File: src/rtl/hecc_pkg.sv
package hecc_pkg;

   typedef enum logic [1:0] {
      HM_OFF   = 2'b00,
      HM_ACC   = 2'b01,
      HM_READ  = 2'b10,
      HM_CLEAR = 2'b11
   } hecc_mode_e;

   localparam int unsigned CODE_BYTES = 3;
   localparam int unsigned LINE_MAX   = 8;
   localparam int unsigned MODE_W     = 2;

   // raw per-chunk accumulator: column xor, odd and even line parities
   typedef struct packed {
      logic [7:0]          col;
      logic [LINE_MAX-1:0] lodd;
      logic [LINE_MAX-1:0] leven;
   } hecc_acc_t;

   localparam int unsigned ACC_W = $bits(hecc_acc_t);

   // form the three inverted code bytes {A, B, C} from a raw accumulator
   function automatic logic [23:0] hecc_pack(input hecc_acc_t a);
      logic [15:0] lp;
      logic [5:0]  cp;
      for (int k = 0; k < LINE_MAX; k++) begin
         lp[2*k]   = a.leven[k];
         lp[2*k+1] = a.lodd[k];
      end
      cp = {^(a.col & 8'hF0), ^(a.col & 8'h0F),
            ^(a.col & 8'hCC), ^(a.col & 8'h33),
            ^(a.col & 8'hAA), ^(a.col & 8'h55)};
      return ~{lp[15:8], lp[7:0], cp, 2'b00};
   endfunction

endpackage

File: src/rtl/hecc_mode_ctrl.sv
module hecc_mode_ctrl
   import hecc_pkg::*;
#(
   parameter int unsigned CTL_W    = 8,
   parameter int unsigned MODE_LSB = 5
) (
   input  logic             clk,
   input  logic             rst_n,
   input  logic             ctl_we,
   input  logic [CTL_W-1:0] ctl_wdata,
   output hecc_mode_e       mode_q,
   output logic             clr,
   output logic             acc_on,
   output logic             rd_enter
);

   generate
      if (MODE_LSB + MODE_W > CTL_W) begin : g_bad_field
         $error("hecc_mode_ctrl: mode field exceeds control width");
      end
   endgenerate

   hecc_mode_e wmode;

   assign wmode = hecc_mode_e'(ctl_wdata[MODE_LSB +: MODE_W]);

   always_ff @(posedge clk) begin
      if (!rst_n) begin
         mode_q <= HM_OFF;
      end else if (ctl_we) begin
         mode_q <= wmode;
      end
   end

   assign clr      = (ctl_we && (wmode == HM_CLEAR)) || (mode_q == HM_CLEAR);
   assign acc_on   = (mode_q == HM_ACC);
   assign rd_enter = ctl_we && (wmode == HM_READ) && (mode_q != HM_READ);

endmodule

File: src/rtl/hecc_byte_cnt.sv
module hecc_byte_cnt #(
   parameter  int unsigned CHUNK_BYTES = 256,
   parameter  int unsigned NUM_CHUNKS  = 2,
   localparam int unsigned TOTAL       = CHUNK_BYTES * NUM_CHUNKS,
   localparam int unsigned IDX_W       = $clog2(CHUNK_BYTES),
   localparam int unsigned CNT_W       = $clog2(TOTAL + 1),
   localparam int unsigned CSEL_W      = (NUM_CHUNKS > 1) ? $clog2(NUM_CHUNKS) : 1
) (
   input  logic              clk,
   input  logic              rst_n,
   input  logic              clr,
   input  logic              step,
   output logic [CNT_W-1:0]  cnt_q,
   output logic              take,
   output logic [CSEL_W-1:0] chunk_sel,
   output logic [IDX_W-1:0]  byte_idx
);

   logic             full;
   logic [CNT_W-1:0] shifted;

   assign full      = (cnt_q == CNT_W'(TOTAL));
   assign take      = step && !full;
   assign shifted   = cnt_q >> IDX_W;
   assign chunk_sel = shifted[CSEL_W-1:0];
   assign byte_idx  = cnt_q[IDX_W-1:0];

   always_ff @(posedge clk) begin
      if (!rst_n) begin
         cnt_q <= '0;
      end else if (clr) begin
         cnt_q <= '0;
      end else if (take) begin
         cnt_q <= cnt_q + CNT_W'(1);
      end
   end

endmodule

File: src/rtl/hecc_chunk_bank.sv
module hecc_chunk_bank
   import hecc_pkg::*;
#(
   parameter  int unsigned CHUNK_BYTES = 256,
   parameter  int unsigned NUM_CHUNKS  = 2,
   localparam int unsigned IDX_W       = $clog2(CHUNK_BYTES),
   localparam int unsigned CSEL_W      = (NUM_CHUNKS > 1) ? $clog2(NUM_CHUNKS) : 1
) (
   input  logic                         clk,
   input  logic                         rst_n,
   input  logic                         clr,
   input  logic                         take,
   input  logic [CSEL_W-1:0]            chunk_sel,
   input  logic [IDX_W-1:0]             byte_idx,
   input  logic [7:0]                   data,
   output hecc_acc_t [NUM_CHUNKS-1:0]   acc_q
);

   localparam logic [LINE_MAX-1:0] LMASK = LINE_MAX'((1 << IDX_W) - 1);

   logic                bpar;
   logic [LINE_MAX-1:0] idx8;
   logic [LINE_MAX-1:0] odd_m;
   logic [LINE_MAX-1:0] even_m;
   hecc_acc_t           delta;

   assign bpar   = ^data;
   assign idx8   = LINE_MAX'(byte_idx);
   assign odd_m  = {LINE_MAX{bpar}} & idx8;
   assign even_m = {LINE_MAX{bpar}} & ~idx8 & LMASK;
   assign delta  = '{col: data, lodd: odd_m, leven: even_m};

   generate
      for (genvar g = 0; g < NUM_CHUNKS; g++) begin : g_chunk
         hecc_acc_t r;
         always_ff @(posedge clk) begin
            if (!rst_n) begin
               r <= '0;
            end else if (clr) begin
               r <= '0;
            end else if (take && (chunk_sel == CSEL_W'(g))) begin
               r <= r ^ delta;
            end
         end
         assign acc_q[g] = r;
      end
   endgenerate

endmodule

File: src/rtl/hecc_readout.sv
module hecc_readout
   import hecc_pkg::*;
#(
   parameter  int unsigned NUM_CHUNKS = 2,
   localparam int unsigned NB         = NUM_CHUNKS * CODE_BYTES,
   localparam int unsigned PTR_W      = $clog2(NB)
) (
   input  logic                       clk,
   input  logic                       rst_n,
   input  hecc_mode_e                 mode_q,
   input  logic                       rd_enter,
   input  logic                       rd_req,
   input  hecc_acc_t [NUM_CHUNKS-1:0] acc_bus,
   output logic [7:0]                 rd_data,
   output logic [PTR_W-1:0]           ptr_q
);

   logic [NB-1:0][7:0] stream;

   generate
      for (genvar g = 0; g < NUM_CHUNKS; g++) begin : g_code
         logic [23:0] code;
         assign code = hecc_pack(acc_bus[g]);
         for (genvar s = 0; s < CODE_BYTES; s++) begin : g_byte
            assign stream[g*CODE_BYTES + s] = code[23 - 8*s -: 8];
         end
      end
   endgenerate

   always_ff @(posedge clk) begin
      if (!rst_n) begin
         ptr_q <= '0;
      end else if (rd_enter) begin
         ptr_q <= '0;
      end else if ((mode_q == HM_READ) && rd_req) begin
         ptr_q <= (ptr_q == PTR_W'(NB - 1)) ? '0 : ptr_q + PTR_W'(1);
      end
   end

   assign rd_data = (mode_q == HM_READ) ? stream[ptr_q] : 8'h00;

endmodule

File: src/rtl/hecc_accum.sv
module hecc_accum
   import hecc_pkg::*;
#(
   parameter int unsigned CHUNK_BYTES = 256,
   parameter int unsigned NUM_CHUNKS  = 2,
   parameter int unsigned MODE_LSB    = 5
) (
   input  logic       clk,
   input  logic       rst_n,
   input  logic       ctl_we,
   input  logic [7:0] ctl_wdata,
   input  logic       xfer_valid,
   input  logic [7:0] xfer_data,
   input  logic       rd_req,
   output logic [7:0] rd_data
);

   localparam int unsigned TOTAL  = CHUNK_BYTES * NUM_CHUNKS;
   localparam int unsigned IDX_W  = $clog2(CHUNK_BYTES);
   localparam int unsigned CNT_W  = $clog2(TOTAL + 1);
   localparam int unsigned CSEL_W = (NUM_CHUNKS > 1) ? $clog2(NUM_CHUNKS) : 1;
   localparam int unsigned NB     = NUM_CHUNKS * CODE_BYTES;
   localparam int unsigned PTR_W  = $clog2(NB);

   generate
      if ((CHUNK_BYTES < 2) || (CHUNK_BYTES > 256) ||
          ((CHUNK_BYTES & (CHUNK_BYTES - 1)) != 0)) begin : g_bad_chunk
         $error("hecc_accum: CHUNK_BYTES must be a power of two in 2..256");
      end
      if (NUM_CHUNKS < 1) begin : g_bad_count
         $error("hecc_accum: NUM_CHUNKS must be at least one");
      end
   endgenerate

   hecc_mode_e                 mode_q;
   logic                       clr;
   logic                       acc_on;
   logic                       rd_enter;
   logic [CNT_W-1:0]           cnt_q;
   logic                       take;
   logic [CSEL_W-1:0]          chunk_sel;
   logic [IDX_W-1:0]           byte_idx;
   hecc_acc_t [NUM_CHUNKS-1:0] acc_bus;
   logic [PTR_W-1:0]           ptr_q;

   hecc_mode_ctrl #(
      .CTL_W    (8),
      .MODE_LSB (MODE_LSB)
   ) u_mode (
      .clk       (clk),
      .rst_n     (rst_n),
      .ctl_we    (ctl_we),
      .ctl_wdata (ctl_wdata),
      .mode_q    (mode_q),
      .clr       (clr),
      .acc_on    (acc_on),
      .rd_enter  (rd_enter)
   );

   hecc_byte_cnt #(
      .CHUNK_BYTES (CHUNK_BYTES),
      .NUM_CHUNKS  (NUM_CHUNKS)
   ) u_cnt (
      .clk       (clk),
      .rst_n     (rst_n),
      .clr       (clr),
      .step      (acc_on && xfer_valid),
      .cnt_q     (cnt_q),
      .take      (take),
      .chunk_sel (chunk_sel),
      .byte_idx  (byte_idx)
   );

   hecc_chunk_bank #(
      .CHUNK_BYTES (CHUNK_BYTES),
      .NUM_CHUNKS  (NUM_CHUNKS)
   ) u_bank (
      .clk       (clk),
      .rst_n     (rst_n),
      .clr       (clr),
      .take      (take),
      .chunk_sel (chunk_sel),
      .byte_idx  (byte_idx),
      .data      (xfer_data),
      .acc_q     (acc_bus)
   );

   hecc_readout #(
      .NUM_CHUNKS (NUM_CHUNKS)
   ) u_rd (
      .clk      (clk),
      .rst_n    (rst_n),
      .mode_q   (mode_q),
      .rd_enter (rd_enter),
      .rd_req   (rd_req),
      .acc_bus  (acc_bus),
      .rd_data  (rd_data),
      .ptr_q    (ptr_q)
   );

endmodule

File: config.mk
export PLATFORM = sky130hd
export DESIGN_NAME = hecc_accum
export DESIGN_NICKNAME = d
export VERILOG_FILES = /design/src/rtl/hecc_pkg.sv /design/src/rtl/hecc_mode_ctrl.sv /design/src/rtl/hecc_byte_cnt.sv /design/src/rtl/hecc_chunk_bank.sv /design/src/rtl/hecc_readout.sv /design/src/rtl/hecc_accum.sv
export SDC_FILE = /design/constraint.sdc
export NUM_CORES = 1
export LEC_CHECK = 0
export BUFFER_PORTS_ARGS = -buffer_cell sky130_fd_sc_hd__buf_4
export CAP_MARGIN = 15
export CORE_UTILIZATION = 34
export DETAILED_ROUTE_END_ITERATION = 6
export PLACE_DENSITY = 0.57
export SLEW_MARGIN = 30
export SYNTH_ARGS = -nofsm -noshare
export SYNTH_HDL_FRONTEND = slang
export SYNTH_HIERARCHICAL = 1
export SYNTH_SLANG_ARGS = --single-unit
File: constraint.sdc
create_clock -name clk -period 2.4 [get_ports clk]
set_input_delay 0.48 -clock clk [delete_from_list [all_inputs] [get_ports clk]]
set_output_delay 0.48 -clock clk [all_outputs]
set_load 0.03 [all_outputs]
# After elaboration in Yosys (flattened, before gate mapping)
# Cells that the tools add are included.
[totals] regBits=63 latch_bits=0 ram_bits=0 romBits=0 in_bits=21 output_inout_bits=8 elab_cells=58 mem_count=0
[classes] n_addsub=2 multipliers=0 div_mod_pow=0 n_lt_le_gt_ge=1 eq_ne=8 shifts=0 n_mux=4 bitwise_logic=9 reduce_logical=25
[ops] cell="$reduce_xor A8 Y1" n=13
[ops] cell="$not A24 Y24" n=2
[ops] cell="$xor A24 B24 Y24" n=2
[ops] cell="$bmux W8 S3" n=1
[ops] cell="$and A8 B8 Y8" n=2
[ops] cell="$mux W8" n=2
[ops] cell="$add A10 B1 Y10 const B" n=1
[ops] cell="$eq A10 B10 Y1 const B" n=1
[ops] cell="$eq A2 B2 Y1 const B" n=4
[ops] cell="$logic_and A1 B1 Y1" n=8
[ops] cell="$not A8 Y8" n=1
[ops] cell="$lt A3 B4 Y1 const B" n=1
[ops] cell="$reduce_or A2 Y1" n=2
[ops] cell="$add A3 B1 Y3 const B" n=1
[ops] cell="$eq A3 B3 Y1 const B" n=1
[ops] cell="$mux W3" n=1
[ops] cell="$eq A2 B1 Y1 const B" n=1
[ops] cell="$ne A2 B2 Y1 const B" n=1
[ops] cell="$not A1 Y1" n=2
[ops] cell="$logic_not A1 Y1" n=1
[ops] cell="$logic_or A1 B1 Y1" n=1

# Depth between registers and ports, before layout
[depth] ltp_word=5 ltp_mapped=11 ltp_nobuf=9

# By module
# Netlist, hierarchy kept.
[modules_own_cells] mod="hecc_chunk_bank" n_inst=1 cells_per_inst=238 area_each_um2=2047.0 seq_area_each_um2=960.9
[modules_own_cells] mod="hecc_readout" n_inst=1 cells_per_inst=118 area_each_um2=847.1 seq_area_each_um2=60.1
[modules_own_cells] mod="hecc_byte_cnt" n_inst=1 cells_per_inst=78 area_each_um2=678.2 seq_area_each_um2=200.2
[modules_own_cells] mod="hecc_mode_ctrl" n_inst=1 cells_per_inst=11 area_each_um2=101.3 seq_area_each_um2=40.0
[modules_own_cells] mod="hecc_accum" n_inst=1 cells_per_inst=1 area_each_um2=6.3 seq_area_each_um2=0.0

# Worst setup path after synthesis
# No wires, ideal clock.
[synth_path] kind="register to register" from="register u_cnt.cnt_q[0]" to="register u_bank.g_chunk[0].r (netlist bit u_bank/acc_q[13])" setup_time_ns=0.070 t_arrival_ns=2.294 required_time_ns=2.330 setup_slack_ns=0.035 path_stages_with_launch=12 n_path_buf=2 period_less_slack_ns=2.365 path_cell_list="dfxtp_1 inv_1 ha_1 nor2b_1 nand3_1 and2_1 nor2b_1 clkbuf_1 clkbuf_1 nand2_1 or3_1 a21oi_1"
[synth_via] elab_chain_cells=4
[synth_lines] item="start, declared" line="hecc_byte_cnt.sv:13" text="output logic [CNT_W-1:0] cnt_q,"
[synth_lines] item="start signal, assigned" line="hecc_byte_cnt.sv:34" text="cnt_q <= cnt_q + CNT_W'(1);"
[synth_lines] item="$eq A10 B10 Y1" line="hecc_byte_cnt.sv:22" text="assign full = (cnt_q == CNT_W'(TOTAL));"
[synth_lines] item="$logic_not A1 Y1" line="hecc_byte_cnt.sv:23" text="assign take = step && !full;"
[synth_lines] item="$logic_and A1 B1 Y1" line="hecc_byte_cnt.sv:23"
[synth_lines] item="net take" line="hecc_accum.sv:40" text="logic take;"
[synth_lines] item="$logic_and A1 B1 Y1" line="hecc_chunk_bank.sv:41" text="end else if (take && (chunk_sel == CSEL_W'(g))) begin"
[synth_lines] item="end signal, assigned" line="hecc_chunk_bank.sv:42" text="r <= r ^ delta;"
[synth_lines] item="end, declared" line="hecc_chunk_bank.sv:35" text="hecc_acc_t r;"
# The timed path passes the listed nets, and every way through them passes these cells.
# A chain may end at the register's enable or synchronous reset.

# Worst setup path in the final report
[layout_path] from="register u_rd.ptr_q[0]" to="output rd_data[2]"
[layout_via] elab_chain_cells=3
[layout_lines] item="start, declared" line="hecc_readout.sv:15" text="output logic [PTR_W-1:0] ptr_q"
[layout_lines] item="start signal, assigned" line="hecc_readout.sv:36" text="ptr_q <= (ptr_q == PTR_W'(NB - 1)) ? '0 : ptr_q + PTR_W'(1);"
[layout_lines] item="$bmux W8 S3" line="hecc_readout.sv:40" text="assign rd_data = (mode_q == HM_READ) ? stream[ptr_q] : 8'h00;"
[layout_lines] item="$mux W8 (not written as such)" line="hecc_readout.sv:40"
[layout_lines] item="$mux W8" line="hecc_readout.sv:40"
[layout_lines] item="end, declared" line="hecc_accum.sv:15" text="output logic [7:0] rd_data"
# No other way between the ends. The select of a mux whose other input is x is not followed.

==> impl_metrics.yaml <==
run_status:
  outcome: "finished, final reports clean"
timing:
  worst_pin_slew_ns: 0.511
  timing.slew.headroom_pct: 65.9
  max_freq_mhz: 441
  finClkSkew_ns: 0.00838
  rsz0062_at_grt: "no"
  finalHoldViolations: 0
  final.setup.tns_ns: 0
  fin_hold_ws_ns: 0.415
  fin_crit_ns: 2.27
  setup_viol: 0
  fin_crit_sh_pct: 94.4
  slew_viol_final: 0
global_routing:
  grt_usage_pct: 17.1
  gr-total-overflow: 0
  grt_max_degree: 65
  antenna_found_initial: 0
  grt_pass1_wl_mm: 14.7
  grt_pass1_vias: 2905
yosys:
  synthesis.area_sq_um: 3610
  syn_nets: 460
  yosys_warnings: 6
  syn_inst: 437
  syn-mean-instance-area_sq_um: 8.27
floorplanning:
  start_util_pct: 35.0
  coreArea_sq_um: 10300
  die_y_um: 105
  ios: 29
  fp.dieArea_sq_um: 11000
  rows: 37
  die_width_um: 105
clocking:
  cts_max_level: 3
  path_clk_slew_ns: 0.07
  cts_sinks: 63
  clock_path_buffers: 2
  holdBufCountCts: 0
  clk_latency_ns: 0.35
  cts_made_buffers: 9
  cts_tree: "yes"
  postCtsSetupRepairBufs: 0
  cts_root_buffer: "clkbuf_8"
layout:
  diodes: 0
  fin_cells: 607
  final_nets: 489
  multi_input_area_sq_um: 2190
  stdcell_area_sq_um: 4200
  num-fill-cells: 1044
  layout-drive-gt1-share_pct: 15.9
  syn2layout_area_growth_pct: 16.2
  regArea_sq_um: 1270
  fin_util_pct: 40.7
critical_path:
  arrival_ns: 1.79
  worst_setup_path_end_kind: "output pin"
  crit_buf_inv: 2
  criticalPathCategory: "reg2out"
  slowest_delay_ns: 0.41
  critPathSlowestCell: "dfxtp_4"
  path_delay_family: "simple AND/OR/NAND/NOR gates"
  r2r_start: "u_cnt/cnt_q[1]"
  reg2reg_depth: 10
  crit_required_ns: 1.92
  path_cells: "buf_4 -> mux2i_1 -> or2_2 -> a21oi_1 -> nor3_1 -> buf_4"
  r2r_slack_ns: 0.19
  r2r-end: "u_bank/acc_q[8]"
  path_max_fanout: 9
  worstSetupStartpointType: "register"
  crit_top_cell: "buf_4"
route:
  dr.pass1.iters: 4
  drc: 0
  detail_route.wirelength_mm: 9.16
  wl_per_cell_um: 15.1
  vias_per_cell: 5.26
  via_count: 3190
  drt_first_iter_violations: 173
  ant_nets: 0
placed_design:
  routabilityCongestion: 0.817
  dpl.hpwl_mm: 6.39
  dp_cells: 591
  io_buffers: 22
  post_dp_cell_area_sq_um: 3980
min_path:
  whs_endpoint: "u_mode/mode_q[0]"
  worstHoldPathType: "in2reg"
  min_from: "ctl_wdata[5]"
  min_path_cells: 3
run:
  maxCapViolations: 0
power:
  ir_drop_uv: 339
  p_leak_nw: 1.39
  cellPowerDensity_nw_per_um2: 564
-- metrics by stage --
| stage | worst slack (ns) | power [mW] |
|---|---|---|
| 2_1_floorplan | 0.0574 | 1.34 |
| 3_3_place_gp | 0.197 | 1.45 |
| 3_5_place_dp | 0.209 | 1.45 |
| 4_1_cts | 0.0328 | 2.39 |
| 5_1_grt | 0.00736 | 2.48 |
| 6_report | 0.134 | 2.37 |
-- layout make-up --
type	instances	area share, %
Tap cell	136	4.05
Sequential cell	63	30.2
Clock inverter	6	1.43
Multi-Input combinational cell	341	52.2
Clock buffer	10	3.28
Timing Repair Buffer	45	8.34
Inverter	6	0.536
-- worst min-delay path, stage by stage --
cell     delay [ns]
buf_4          0.09
mux2i_1        0.06
nor2b_1        0.10
-- worst max path at each step --
stage	from	to	slack [ns]	cells after the start
floorplan	u_cnt/cnt_q[0]	u_bank/acc_q[13]	0.06	11
global placement	u_cnt/cnt_q[0]	u_bank/acc_q[9]	0.20	10
detailed placement	u_cnt/cnt_q[1]	u_bank/acc_q[9]	0.21	10
CTS	u_rd/ptr_q[0]	rd_data[2]	0.03	6
global route	u_rd/ptr_q[0]	rd_data[7]	0.007	5
finish	u_rd/ptr_q[0]	rd_data[2]	0.13	6
-- per-layer routing --
metal  share of wire (%)  track usage [%]
met5                   0                0
met4                0.95             4.53
met3                 4.2             3.68
met2                  46             26.5
met1                  49             23.8
-- layout by cell type (no fill, tap or decap), drive strengths merged, types with 3 or more instances in the layout --
master and count:
o21ai 26, xnor2 32, and2 4, or3 16, buf 45, nand2 52
clkinv 3, a21oi 45, dfxtp 63, inv 6, nand3 4, o211ai 5
nand4 4, clkbuf 10, nor3 6, nand2b 9, nor2b 14, mux2i 9
o31ai 16, o311ai 3, nor2 26, xor2 22, or4 19, or2 3
-- state kept, by name (all words and copies together) (netlist names) --
name	flops
u_rd/ptr_q	3
u_mode/mode_q	2
u_bank/acc_q	48
u_cnt/cnt_q	10
-- power breakdown --
part / switching [mW] / leakage, nW / internal (mW)
clock: 0.433 / 0.0981 / 0.502
combinational: 0.234 / 0.786 / 0.128
sequential: 0.0146 / 0.510 / 1.06
total: 0.681 / 1.39 / 1.69
-- repair_timing --
action / CTS / global route
endpoints found under the setup margin: 6 / 5
resized for setup: 1 / 5
hold endpoints to repair: 0 / 0
Note: power is estimated with default switching activity, not from simulation.
